[src/rtl/tick_timer_pkg.sv]
package tick_timer_pkg;
  localparam int SHIFT_W = 3;
  localparam int PRE_W   = (1 << SHIFT_W) - 1;

  localparam logic [1:0] ADDR_ENTRY = 2'd0;
  localparam logic [1:0] ADDR_INIT  = 2'd1;
  localparam logic [1:0] ADDR_CUR   = 2'd2;
  localparam logic [1:0] ADDR_DIV   = 2'd3;

  localparam int ENTRY_MASK_BIT     = 16;
  localparam int ENTRY_PERIODIC_BIT = 17;
  localparam logic [31:0] ENTRY_RESET = 32'h0001_0000;
  localparam logic [3:0]  DIV_KEEP    = 4'hB;

  // divide code {b3,b1,b0} -> prescale shift, wrapping 7 to 0
  function automatic logic [SHIFT_W-1:0] div_to_shift(input logic [SHIFT_W-1:0] code);
    return code + 3'd1;
  endfunction

  // low-bit mask whose all-ones state marks a tick
  function automatic logic [PRE_W-1:0] shift_to_mask(input logic [SHIFT_W-1:0] sh);
    logic [PRE_W:0] one_hot;
    one_hot = (PRE_W+1)'(1) << sh;
    return PRE_W'(one_hot - (PRE_W+1)'(1));
  endfunction
endpackage

[src/rtl/tt_prescaler.sv]
module tt_prescaler
  import tick_timer_pkg::*;
(
  input  logic               clk,
  input  logic               rst_n,
  input  logic               restart,
  input  logic [SHIFT_W-1:0] shift,
  output logic               tick
);
  logic [PRE_W-1:0] phase_q;
  logic [PRE_W-1:0] tick_mask;

  assign tick_mask = shift_to_mask(shift);

  always_ff @(posedge clk or negedge rst_n) begin
    if (!rst_n)       phase_q <= '0;
    else if (restart) phase_q <= '0;
    else              phase_q <= phase_q + 1'b1;
  end

  assign tick = !restart && ((phase_q & tick_mask) == tick_mask);
endmodule

[src/rtl/tt_regs.sv]
module tt_regs
  import tick_timer_pkg::*;
#(
  parameter int CNT_W = 32
) (
  input  logic             clk,
  input  logic             rst_n,
  input  logic             wr,
  input  logic [1:0]       addr,
  input  logic [31:0]      wdata,
  input  logic [CNT_W-1:0] cur,
  output logic [31:0]      entry_q,
  output logic [CNT_W-1:0] init_q,
  output logic [3:0]       div_q,
  output logic             load,
  output logic [31:0]      rdata
);
  assign load = wr && (addr == ADDR_INIT);

  always_ff @(posedge clk or negedge rst_n) begin
    if (!rst_n) begin
      entry_q <= ENTRY_RESET;
      init_q  <= '0;
      div_q   <= '0;
    end else if (wr) begin
      case (addr)
        ADDR_ENTRY: entry_q <= wdata;
        ADDR_INIT:  init_q  <= CNT_W'(wdata);
        ADDR_DIV:   div_q   <= wdata[3:0] & DIV_KEEP;
        default:    ;
      endcase
    end
  end

  always_comb begin
    case (addr)
      ADDR_ENTRY: rdata = entry_q;
      ADDR_INIT:  rdata = 32'(init_q);
      ADDR_CUR:   rdata = 32'(cur);
      default:    rdata = {28'd0, div_q};
    endcase
  end
endmodule

[src/rtl/tt_counter.sv]
module tt_counter #(
  parameter int CNT_W = 32,
  parameter int VEC_W = 8
) (
  input  logic             clk,
  input  logic             rst_n,
  input  logic             load,
  input  logic [CNT_W-1:0] load_val,
  input  logic [CNT_W-1:0] reload_val,
  input  logic             tick,
  input  logic             periodic,
  input  logic             masked,
  input  logic [VEC_W-1:0] vector,
  output logic [CNT_W-1:0] cur_q,
  output logic             run_q,
  output logic             expire,
  output logic             irq_pulse,
  output logic [VEC_W-1:0] irq_vector
);
  assign expire = tick && run_q && (cur_q == '0);

  always_ff @(posedge clk or negedge rst_n) begin
    if (!rst_n) begin
      cur_q      <= '0;
      run_q      <= 1'b0;
      irq_pulse  <= 1'b0;
      irq_vector <= '0;
    end else begin
      irq_pulse <= 1'b0;
      if (load) begin
        cur_q <= load_val;
        run_q <= (load_val != '0);
      end else if (expire) begin
        irq_pulse  <= !masked;
        irq_vector <= vector;
        if (periodic) cur_q <= reload_val;
        else          run_q <= 1'b0;
      end else if (tick && run_q) begin
        cur_q <= cur_q - 1'b1;
      end
    end
  end
endmodule

[src/rtl/tick_timer.sv]
module tick_timer
  import tick_timer_pkg::*;
#(
  parameter int CNT_W = 32,
  parameter int VEC_W = 8
) (
  input  logic             clk,
  input  logic             rst_n,
  input  logic             reg_wr,
  input  logic [1:0]       reg_addr,
  input  logic [31:0]      reg_wdata,
  output logic [31:0]      reg_rdata,
  output logic             irq_pulse,
  output logic [VEC_W-1:0] irq_vector
);
  logic [31:0]        entry_q;
  logic [CNT_W-1:0]   init_q;
  logic [3:0]         div_q;
  logic               load;
  logic [SHIFT_W-1:0] shift;
  logic               tick;
  logic [CNT_W-1:0]   cur_q;
  logic               run_q;
  logic               expire;

  tt_regs #(.CNT_W(CNT_W)) u_regs (
    .clk(clk), .rst_n(rst_n), .wr(reg_wr), .addr(reg_addr), .wdata(reg_wdata),
    .cur(cur_q), .entry_q(entry_q), .init_q(init_q), .div_q(div_q),
    .load(load), .rdata(reg_rdata)
  );

  assign shift = div_to_shift({div_q[3], div_q[1:0]});

  tt_prescaler u_pre (
    .clk(clk), .rst_n(rst_n), .restart(load), .shift(shift), .tick(tick)
  );

  tt_counter #(.CNT_W(CNT_W), .VEC_W(VEC_W)) u_cnt (
    .clk(clk), .rst_n(rst_n), .load(load), .load_val(CNT_W'(reg_wdata)),
    .reload_val(init_q), .tick(tick),
    .periodic(entry_q[ENTRY_PERIODIC_BIT]), .masked(entry_q[ENTRY_MASK_BIT]),
    .vector(entry_q[VEC_W-1:0]), .cur_q(cur_q), .run_q(run_q), .expire(expire),
    .irq_pulse(irq_pulse), .irq_vector(irq_vector)
  );
endmodule

[config.mk]
export PLATFORM = sky130hd
export DESIGN_NAME = tick_timer
export DESIGN_NICKNAME = d
export VERILOG_FILES = /design/src/rtl/tick_timer_pkg.sv /design/src/rtl/tt_prescaler.sv /design/src/rtl/tt_regs.sv /design/src/rtl/tt_counter.sv /design/src/rtl/tick_timer.sv
export SDC_FILE = /design/constraint.sdc
export NUM_CORES = 1
export LEC_CHECK = 0
export BUFFER_PORTS_ARGS = -buffer_cell sky130_fd_sc_hd__buf_2
export CAP_MARGIN = 15
export CORE_AREA = 2 2 129 100
export CTS_BUF_LIST = sky130_fd_sc_hd__clkbuf_16
export CTS_CLUSTER_DIAMETER = 150
export DETAILED_ROUTE_END_ITERATION = 12
export DIE_AREA = 0 0 131 102
export PLACE_DENSITY = 0.77
export SYNTH_ARGS = -nofsm -noshare
export SYNTH_HDL_FRONTEND = slang
export SYNTH_SLANG_ARGS = --single-unit
[constraint.sdc]
create_clock -name clk -period 3.2 [get_ports clk]
set_clock_uncertainty 0.05 [all_clocks]
set_input_delay 0.64 -clock clk [delete_from_list [all_inputs] [get_ports clk]]
set_output_delay 0.64 -clock clk [all_outputs]
set_load 0.01 [all_outputs]
# Yosys cells after proc, flatten, opt, wreduce, memory -nomap -nowiden
# Index checks and enable logic that the tools add are counted.
# classes
n_addsub,4
n_eq_ne,6
muxes,11
bitwise,2
n_reduce_logical,17
n_shift,1
# ops
op,n
2-to-1 mux 32 bit,4
one-hot mux 32 bit (3 select lines),1
logical NOT 32 bit,1
nonzero test 32 bit,1
subtractor 32 x 1 -> 32 bit (second input constant),1
AND reduction 2 bit,6
adder 7 x 1 -> 7 bit (second input constant),1
AND 7 bit,1
== test 7 bit,1
2-to-1 mux 7 bit,1
left shift 1 x 3 -> 7 bit (first input constant),1
subtractor 7 x 1 -> 7 bit (second input constant),1
2-to-1 mux 1 bit,5
== test 2 bit (second input constant),2
logical AND 1 bit,4
adder 3 x 1 -> 3 bit (second input constant),1
!= test 3 x 1 -> 1 bit (second input constant),1
nonzero test 3 bit,1
== test 2 x 1 -> 1 bit (second input constant),1
logical NOT 1 bit,2
logical NOT 2 bit,1
!= test 2 x 1 -> 1 bit (second input constant),1
nonzero test 2 bit,1
inverter 1 bit,1
# word_totals
out_inout_bits,41
in_bits,37
word_cells,49
ff_bits,116

# Logic depth before layout (Yosys ltp)
# Gate-level depths: netlist of the first run.
# logic_depth
word_depth,10
ltp_mapped,13

# Modules after synthesis
# Synthesis of the first run repeated with hierarchy kept, for this count alone.
# hier_totals
hier_cells,598
area_unflattened_um2,6587.6
# modules_own_cells
mod,area_per_inst_um2,cells_each,instances
tt_regs,3225.6,219,1
tt_counter,2987.9,338,1
tt_prescaler,349.1,38,1
tick_timer,25.0,3,1

# Least setup slack after synthesis of the first run
# Ideal clock, no wire load.
# synth_timing
path_kind,flip-flop to flip-flop
startpoint,register u_regs.div_q[1]
endpoint,register u_cnt.cur_q[22]
path_buffers,2
stages_incl_launch_ff,12
required_time_ns,3.028
arrival_time_ns,2.531
path_slack_ns,0.498
path_cell_list,dfrtp_1 > clkbuf_1 > nor2_1 > nand2_1 > ha_1 > nor2b_1 > o21ai_0 > nand4_1 > or2_1 > buf_2 > or4_1 > a32o_1
# synth_between
elab_chain_len,10
elab_cells_between_ends,13
cone_classes,add/sub (2); eq/ne (2); shift (1); mux (2); bitwise (1); reduce/logical (5)
# synth_lines
element,line,rtl
"start, declared",tt_regs.sv:14,"output logic [3:0] div_q,"
"start signal, assigned",tt_regs.sv:29,ADDR_DIV: div_q <= wdata[3:0] & DIV_KEEP;
adder 3 x 1 -> 3 bit *,tick_timer_pkg.sv:17,return code + 3'd1;
left shift 1 x 3 -> 7 bit *,tick_timer_pkg.sv:23,one_hot = (PRE_W+1)'(1) << sh;
subtractor 7 x 1 -> 7 bit *,tick_timer_pkg.sv:24,return PRE_W'(one_hot - (PRE_W+1)'(1));
AND 7 bit,tt_prescaler.sv:21,assign tick = !restart && ((phase_q & tick_mask) == tick_mask);
== test 7 bit *,tt_prescaler.sv:21,
logical AND 1 bit *,tt_prescaler.sv:21,
logical AND 1 bit *,"tt_counter.sv:20, tt_counter.sv:38",
logical AND 1 bit,tt_counter.sv:20,assign expire = tick && run_q && (cur_q == '0);
"!= test 3 x 1 -> 1 bit (no source line), or another cell as far along",n/a,
AND reduction 2 bit (no source line) or 2-to-1 mux 32 bit (tied branches),n/a,
"end signal, assigned",tt_counter.sv:31,cur_q <= load_val;
"end signal, assigned",tt_counter.sv:36,if (periodic) cur_q <= reload_val;
"end signal, assigned",tt_counter.sv:39,cur_q <= cur_q - 1'b1;
"end, declared",tt_counter.sv:14,"output logic [CNT_W-1:0] cur_q,"
# Mark *: on every way between the ends. The rest lies on a longest branch, timed or not.
# A chain may end at the register's enable or synchronous reset.

# Final worst setup path of the first run
# layout_timing
startpoint,register u_regs.div_q[0]
endpoint,register u_cnt.cur_q[23]
# The elaborated chain is that of the path after synthesis.

==> key figures, run 1 <==
Synthesis
  – Post-Syn Area: between 6000 and 7000 µm²
  – Dominant synthesized flop cell: dfrtp_1
  – Mapped Avg Cell Area: 9.73 µm²
  – Seq/Total Area, Yosys: 0.460
  – Yosys reg bits: roughly 120
  – Post-synth EDFFs: 0
  – Post-synth cell types: 61
  – Post-synth ARST share: 1.00
  – Share of the synthesized area in the top cell type: 0.456
  – Syn. warnings: 0
  – Dominant cells by area after synthesis: dfrtp_1 46%, mux2_2 7.7%, nand2_1 6.9%
  – Area leader, netlist: dfrtp_1
  – Post-synthesis net count: ~690
  – Cells after Synth: around 650

Floorplanning
  – Die Y: just over 100 µm
  – Area of the core: 12000 µm²
  – Die width: roughly 130 µm
  – Site Rows: 35
  – Die ar.: between 10000 and 15000 µm²
  – Total I/O pin count: a little under 80
  – Initial core utilization: 0.524

Setup path
  – Crit Path Class: reg -> reg
  – Crit end category: register
  – Critical path arrival: roughly 3.2 ns
  – Worst-path maximum fanout: 11
  – CP Cell Sequence: nor2_2 > nand2_1 > ha_1 > o2111ai_1 > o311ai_0 > nor4_4 > buf_4 > nor3_1 > a221o_1 > a22o_1
  – Slowest cell on crit path: nor4_4
  – Critical Path RT: between 3 and 4 ns
  – Worst setup SP type: register
  – CP max stage delay: between 0.5 and 0.6 ns

Finish
  – ANT cells: 0
  – Final nets: around 770
  – Non-filler cells, final: approximately 900
  – Final Core Density: 0.622
  – Commonest cells after routing, fill and taps aside: 116 x nand2_1, 115 x dfrtp_1, 76 x buf_2
  – Fill cells: roughly 1000
  – Layout cells sized above 1: 0.261
  – Area Growth Syn to Fin: 18.8%
  – Most common cell after layout, fill and taps aside: nand2_1
  – Cell area after layout: approximately 7500 µm²

Timing
  – Worst slew pin tran: ~1.1 ns
  – Period utilization: 0.931
  – Post-Route Setup TNS: 0 ns
  – Achievable Freq: approximately 0.34 GHz
  – Min Clock Period, post-route: about 3.0 ns
  – Worst hold margin: between 0.15 and 0.2 ns
  – Final setup vio count: 0
  – Final WS setup: 0.221 ns
  – Hold Fails Final Rpt: 0
  – Relative slew margins: 0.226
  – Final Max Slew Viols: 0
  – Unrepaired setup endpoints after global routing: no

Pwr
  – Tot Pwr: roughly 5.2 mW
  – Pwr/cell area: ~690 nW/µm²
  – Worst-case vdd ir drop: ~430 µV
  – Lkg Pwr: ~3.5 nW

Placement
  – I/O Buffers: just under 80
  – Placed inst area: 6930 µm²
  – Placed cell count: around 900
  – Post-DP HPWL: ~12000 µm
  – GPL Wtd Cong: ~0.9
  – Pre-CTS setup slack: ~0.17 ns

Clock tree
  – Root buf cell: clkbuf_16
  – H-tree Lvls: 4
  – CTS tree: done
  – Clk_lat worst skew: 0.42 ns
  – Num CTS Buffers: 17
  – Hold_buf cts: 0
  – Deepest clock path buffer count: 2
  – CTS Sinks: about 120
  – Clock slew at reported path FFs: approximately 0.050 ns

Status
  – Outcome: finished, final reports clean

Global route
  – Total Routing Usage GR: 0.281
  – GRT overflow: 0
  – Largest net degree at the start of global routing: 59
  – First-pass GRT wire length: slightly below 30000 µm
  – Vias in the first global route: between 5000 and 6000
  – Antenna violations before repair: 0

Detailed routing
  – Final WL: about 17000 µm
  – Pre-Repair DR Iteration Count: 5
  – Vias/cell: just over 6
  – # DRC: 0
  – DR iter-0 viols: approximately 450
  – DR vias: approximately 5600
  – Post-route ant nets: 0
  – Post-DR wirelength/cell: 19.2 µm

Run
  – Max Cap Viol: 0

Worst hold path
  – Type of the most critical hold path: in -> async
==> cell families after synthesis <==
kind of cell,share of synthesized area
AOI/OAI and AO/OA,0.168
xor gates and xnor gates,0.0125
adders and majority gates,0.00595
buffers and inverters,0.0440
DFF,0.460
muxes,0.137
and+or+nand+nor,0.173
==> state kept, by name (all words and copies together) (netlist names) <==
| register | cells |
|---|---|
| u_regs.div_q | 3 |
| u_regs.init_q | 32 |
| u_cnt.irq_vector | 8 |
| u_cnt.run_q | 1 |
| u_cnt.irq_pulse | 1 |
| u_regs.entry_q | 32 |
| u_pre.phase_q | 7 |
| u_cnt.cur_q | 32 |
==> report_power, final <==
group          internal, mW  switching (mW)  total (mW)
combinational         0.587           0.675        1.26
clock                  1.02           0.642        1.66
sequential             1.82           0.429        2.25
==> critical path: cells and delay by family (launching register included) <==
kind                     cells  cell delay, ns
AO/OA/AOI/OAI                4            1.01
AND/OR/NAND/NOR              4            0.84
flip-flops                   1            0.48
buffers and inverters        1            0.25
adder cells (fa/ha/maj)      1            0.23
==> timing repair <==
action,4_1_cts,5_1_grt
setup buffers,0,2
resized for setup,0,4
endpoints found under the setup margin,0,6
==> worst paths after layout <==
kind	start	end	slack, ns	cells after the start
min in group clk	reg_wdata[24]	u_regs.init_q[24]	0.41	3
max	u_regs.div_q[0]	u_cnt.cur_q[23]	0.22	10
min reg2reg	u_cnt.irq_vector[0]	u_cnt.irq_vector[0]	0.45	1
max reg2reg	u_regs.div_q[0]	u_cnt.cur_q[23]	0.22	10
max in group asynchronous	rst_n	u_regs.entry_q[13]	2.13	2
min	rst_n	u_regs.init_q[29]	0.19	1
==> cell type report <==
cell class,instances,area [µm²],area share
Clock inverter,12,76.3,0.0102
Clock buffer,17,425,0.0568
Tap cell,166,208,0.0277
Sequential cell,116,2900,0.388
Inverter,11,41.3,0.00551
Multi-Input combinational cell,475,3150,0.421
Timing Repair Buffer,111,686,0.0915
==> synth_stat cells (8+ instances only) <==
master / count
and2_1: 11
o21ai_0: 52
nor2_1: 27
nand4_1: 8
inv_1: 11
a21boi_0: 9
a22o_1: 13
o22ai_1: 11
mux2_2: 43
mux2i_1: 31
a21oi_1: 20
nand3_1: 8
a21o_1: 10
clkbuf_1: 20
buf_2: 12
nor3_1: 20
nor4_1: 13
nand2_1: 116
dfrtp_1: 115
==> routing by layer <==
metal | track usage | vias to the layer above | routed length, µm
li1 | - | 2529 | -
met1 | 0.406 | 2787 | 7600
met2 | 0.436 | 298 | 8050
met3 | 0.0660 | 20 | 1630
met4 | 0.0581 | 0 | 140
met5 | 0 | - | 0
Power figures use the tool's default switching activity.
==> run 2, diff against run 1 <==
- CORE_AREA: 2 2 129 100 -> 3 3 135 98
- DIE_AREA: 0 0 131 102 -> 0 0 138 101
- PLACE_DENSITY: 0.77 -> 0.81
==> run 2 against run 1 <==
Effect of this change:
- clock power is 12% higher
- via count is 0.51% lower
- sequential cell count stayed put
- design area is 0.32% lower
- hold slack got worse by 0.016 ns
- critical endpoint is now u_cnt.cur_q[17]
- global-route usage down 2.4 points
- non-clock buffer count is 8 lower
- highest routed layer unchanged
==> key figures, run 2 (synthesis results as in run 1) <==
Setup path
  – Critical Path RT: 3.45 ns (about the same)
  – Worst setup SP type: register
  – Crit Path Class: reg -> reg
  – Worst-path maximum fanout: 19 (+8)
  – Critical path arrival: 3.36 ns (+0.13 ns)
  – Crit end category: register

Placement
  – Post-DP HPWL: 11800 µm (+0.30%)
  – I/O Buffers: 77 (unchanged)
  – Pre-CTS setup slack: 0.156 ns (-0.0120 ns)
  – GPL Wtd Cong: 0.904 (+3.4%)

Floorplanning
  – Initial core utilization: 0.518 (-0.00533)
  – Die width: 138 µm (+5.3%)
  – Site Rows: 34 (-2.9%)
  – Total I/O pin count: 78 (unchanged)
  – Die ar.: 13900 µm² (+4.3%)
  – Area of the core: 12200 µm² (+1.0%)
  – Die Y: 101 µm (-0.98%)

Clock tree
  – Setup bufs post-CTS: 0 (unchanged)
  – CTS tree: done
  – Deepest clock path buffer count: 2 (unchanged)
  – Hold_buf cts: 0 (unchanged)
  – Num CTS Buffers: 17 (unchanged)
  – Clock slew at reported path FFs: 0.05 ns (about the same)
  – H-tree Lvls: 4 (unchanged)
  – Root buf cell: clkbuf_16
  – Post-CTS sizing: 0 (unchanged)
  – CTS Sinks: 116 (unchanged)
  – Clk_lat worst skew: 0.41 ns (about the same)

Detailed routing
  – Pre-Repair DR Iteration Count: 5 (unchanged)
  – Vias/cell: 6.23 (+0.48%)
  – Final WL: 17500 µm (+0.26%)
  – DR vias: 5605 (-0.51%)
  – DR iter-0 viols: 595 (+33%)
  – # DRC: 0 (unchanged)
  – Post-DR wirelength/cell: 19.4 µm (+1.3%)
  – Post-route ant nets: 0 (unchanged)

Pwr
  – Worst-case vdd ir drop: 480 µV (+11%)
  – Lkg Pwr: 3.44 nW (-0.40%)
  – Pwr/cell area: 716 nW/µm² (+3.7%)

Timing
  – Min Clock Period, post-route: 3.11 ns (+0.130 ns)
  – Period utilization: 0.971 (+0.0406)
  – Final WS setup: 0.0913 ns (-0.130 ns)
  – Hold Fails Final Rpt: 0 (unchanged)
  – Final Max Slew Viols: 0 (unchanged)
  – Final setup vio count: 0 (unchanged)
  – Relative slew margins: 0.267 (+0.0416)
  – Unrepaired setup endpoints after global routing: yes
  – Worst hold margin: 0.173 ns (-0.0162 ns)
  – Achievable Freq: 0.322 GHz (-4.2%)
  – Worst slew pin tran: 1.09 ns (-0.0616 ns)

Global route
  – Antenna violations before repair: 0 (unchanged)
  – Total Routing Usage GR: 0.256 (-0.0243)
  – First-pass GRT wire length: 28600 µm (-0.76%)
  – Vias in the first global route: 5488 (-0.90%)
  – Largest net degree at the start of global routing: 59 (unchanged)
  – GRT overflow: 0 (unchanged)

Worst hold path
  – Type of the most critical hold path: in -> async

Finish
  – ANT cells: 0 (unchanged)
  – Most common cell after layout, fill and taps aside: nand2_1
  – Commonest cells after routing, fill and taps aside: 116 x nand2_1, 115 x dfrtp_1, 76 x buf_2
  – Layout cells sized above 1: 0.258 (-0.00365)
  – Area Growth Syn to Fin: 18.4%
  – Final nets: 764 (-1.0%)
  – Top Registers: u_cnt.cur_q x32, u_regs.entry_q x32, u_regs.init_q x32

Status
  – Outcome: finished, final reports clean

Run
  – Max Cap Viol: 0 (unchanged)
==> run 2: cell type report <==
cell class | count | area [µm²]
repair buffers | 103 | 608
inverters | 11 | 41.3
flip-flops and latches | 116 | 2900
clock buffers | 17 | 425
multi-input cells | 475 | 3140
clock inverters | 15 | 146
fillers | 1022 | 4700
well taps | 162 | 203
==> run 2: worst paths after layout <==
check,slack [ns],to,from,cells after the start
hold / removal,0.17,u_pre.phase_q[3],rst_n,1
min in group clk,0.42,u_regs.init_q[27],reg_wdata[27],3
setup reg to reg,0.09,u_cnt.cur_q[17],u_regs.div_q[1],11
setup / recovery,0.09,u_cnt.cur_q[17],u_regs.div_q[1],11
max in group asynchronous,2.10,u_regs.init_q[30],rst_n,2
hold reg to reg,0.45,u_cnt.irq_vector[3],u_cnt.irq_vector[3],1
==> run 2: metrics by stage <==
step | total power, mW | cell area, µm² | utilization | TNS, ns | std cells
2_1_floorplan | 3.00 | 6310 | - | 0 | 648
3_3_place_gp | 3.39 | 6890 | 0.566 | 0 | 867
3_5_place_dp | 3.48 | 6890 | 0.566 | 0 | 867
4_1_cts | 5.34 | 7460 | 0.613 | 0 | 899
5_1_grt | 5.62 | 7470 | 0.614 | -0.195 | 899
6_report | 5.35 | 7470 | 0.614 | 0 | 899
==> run 2: where the power goes <==
group          total, mW  internal (mW)  switching (mW)
Clock               1.86           1.20           0.661
Sequential          2.26           1.82           0.440
Combinational       1.23          0.571           0.663
==> run 2: worst max-delay path: stages, from the launching register on <==
cell and delay [ns]:
dfrtp_1 0.48, nor2_1 0.21, nand2_1 0.10, ha_1 0.29, o21ai_0 0.12, nor3_1 0.20
nand4_1 0.28, nor4_4 0.34, buf_4 0.30, nor3_1 0.12, a221o_1 0.33, a22o_1 0.17
==> run 2: metal layers <==
metal | global-route usage | share of wire | vias up | wire length [µm]
li1 | - | - | 2508 | -
met1 | 0.368 | 0.45 | 2742 | 7910
met2 | 0.388 | 0.43 | 315 | 7530
met3 | 0.0621 | 0.097 | 40 | 1700
met4 | 0.0790 | 0.019 | 0 | 325
met5 | 0 | 0 | - | 0
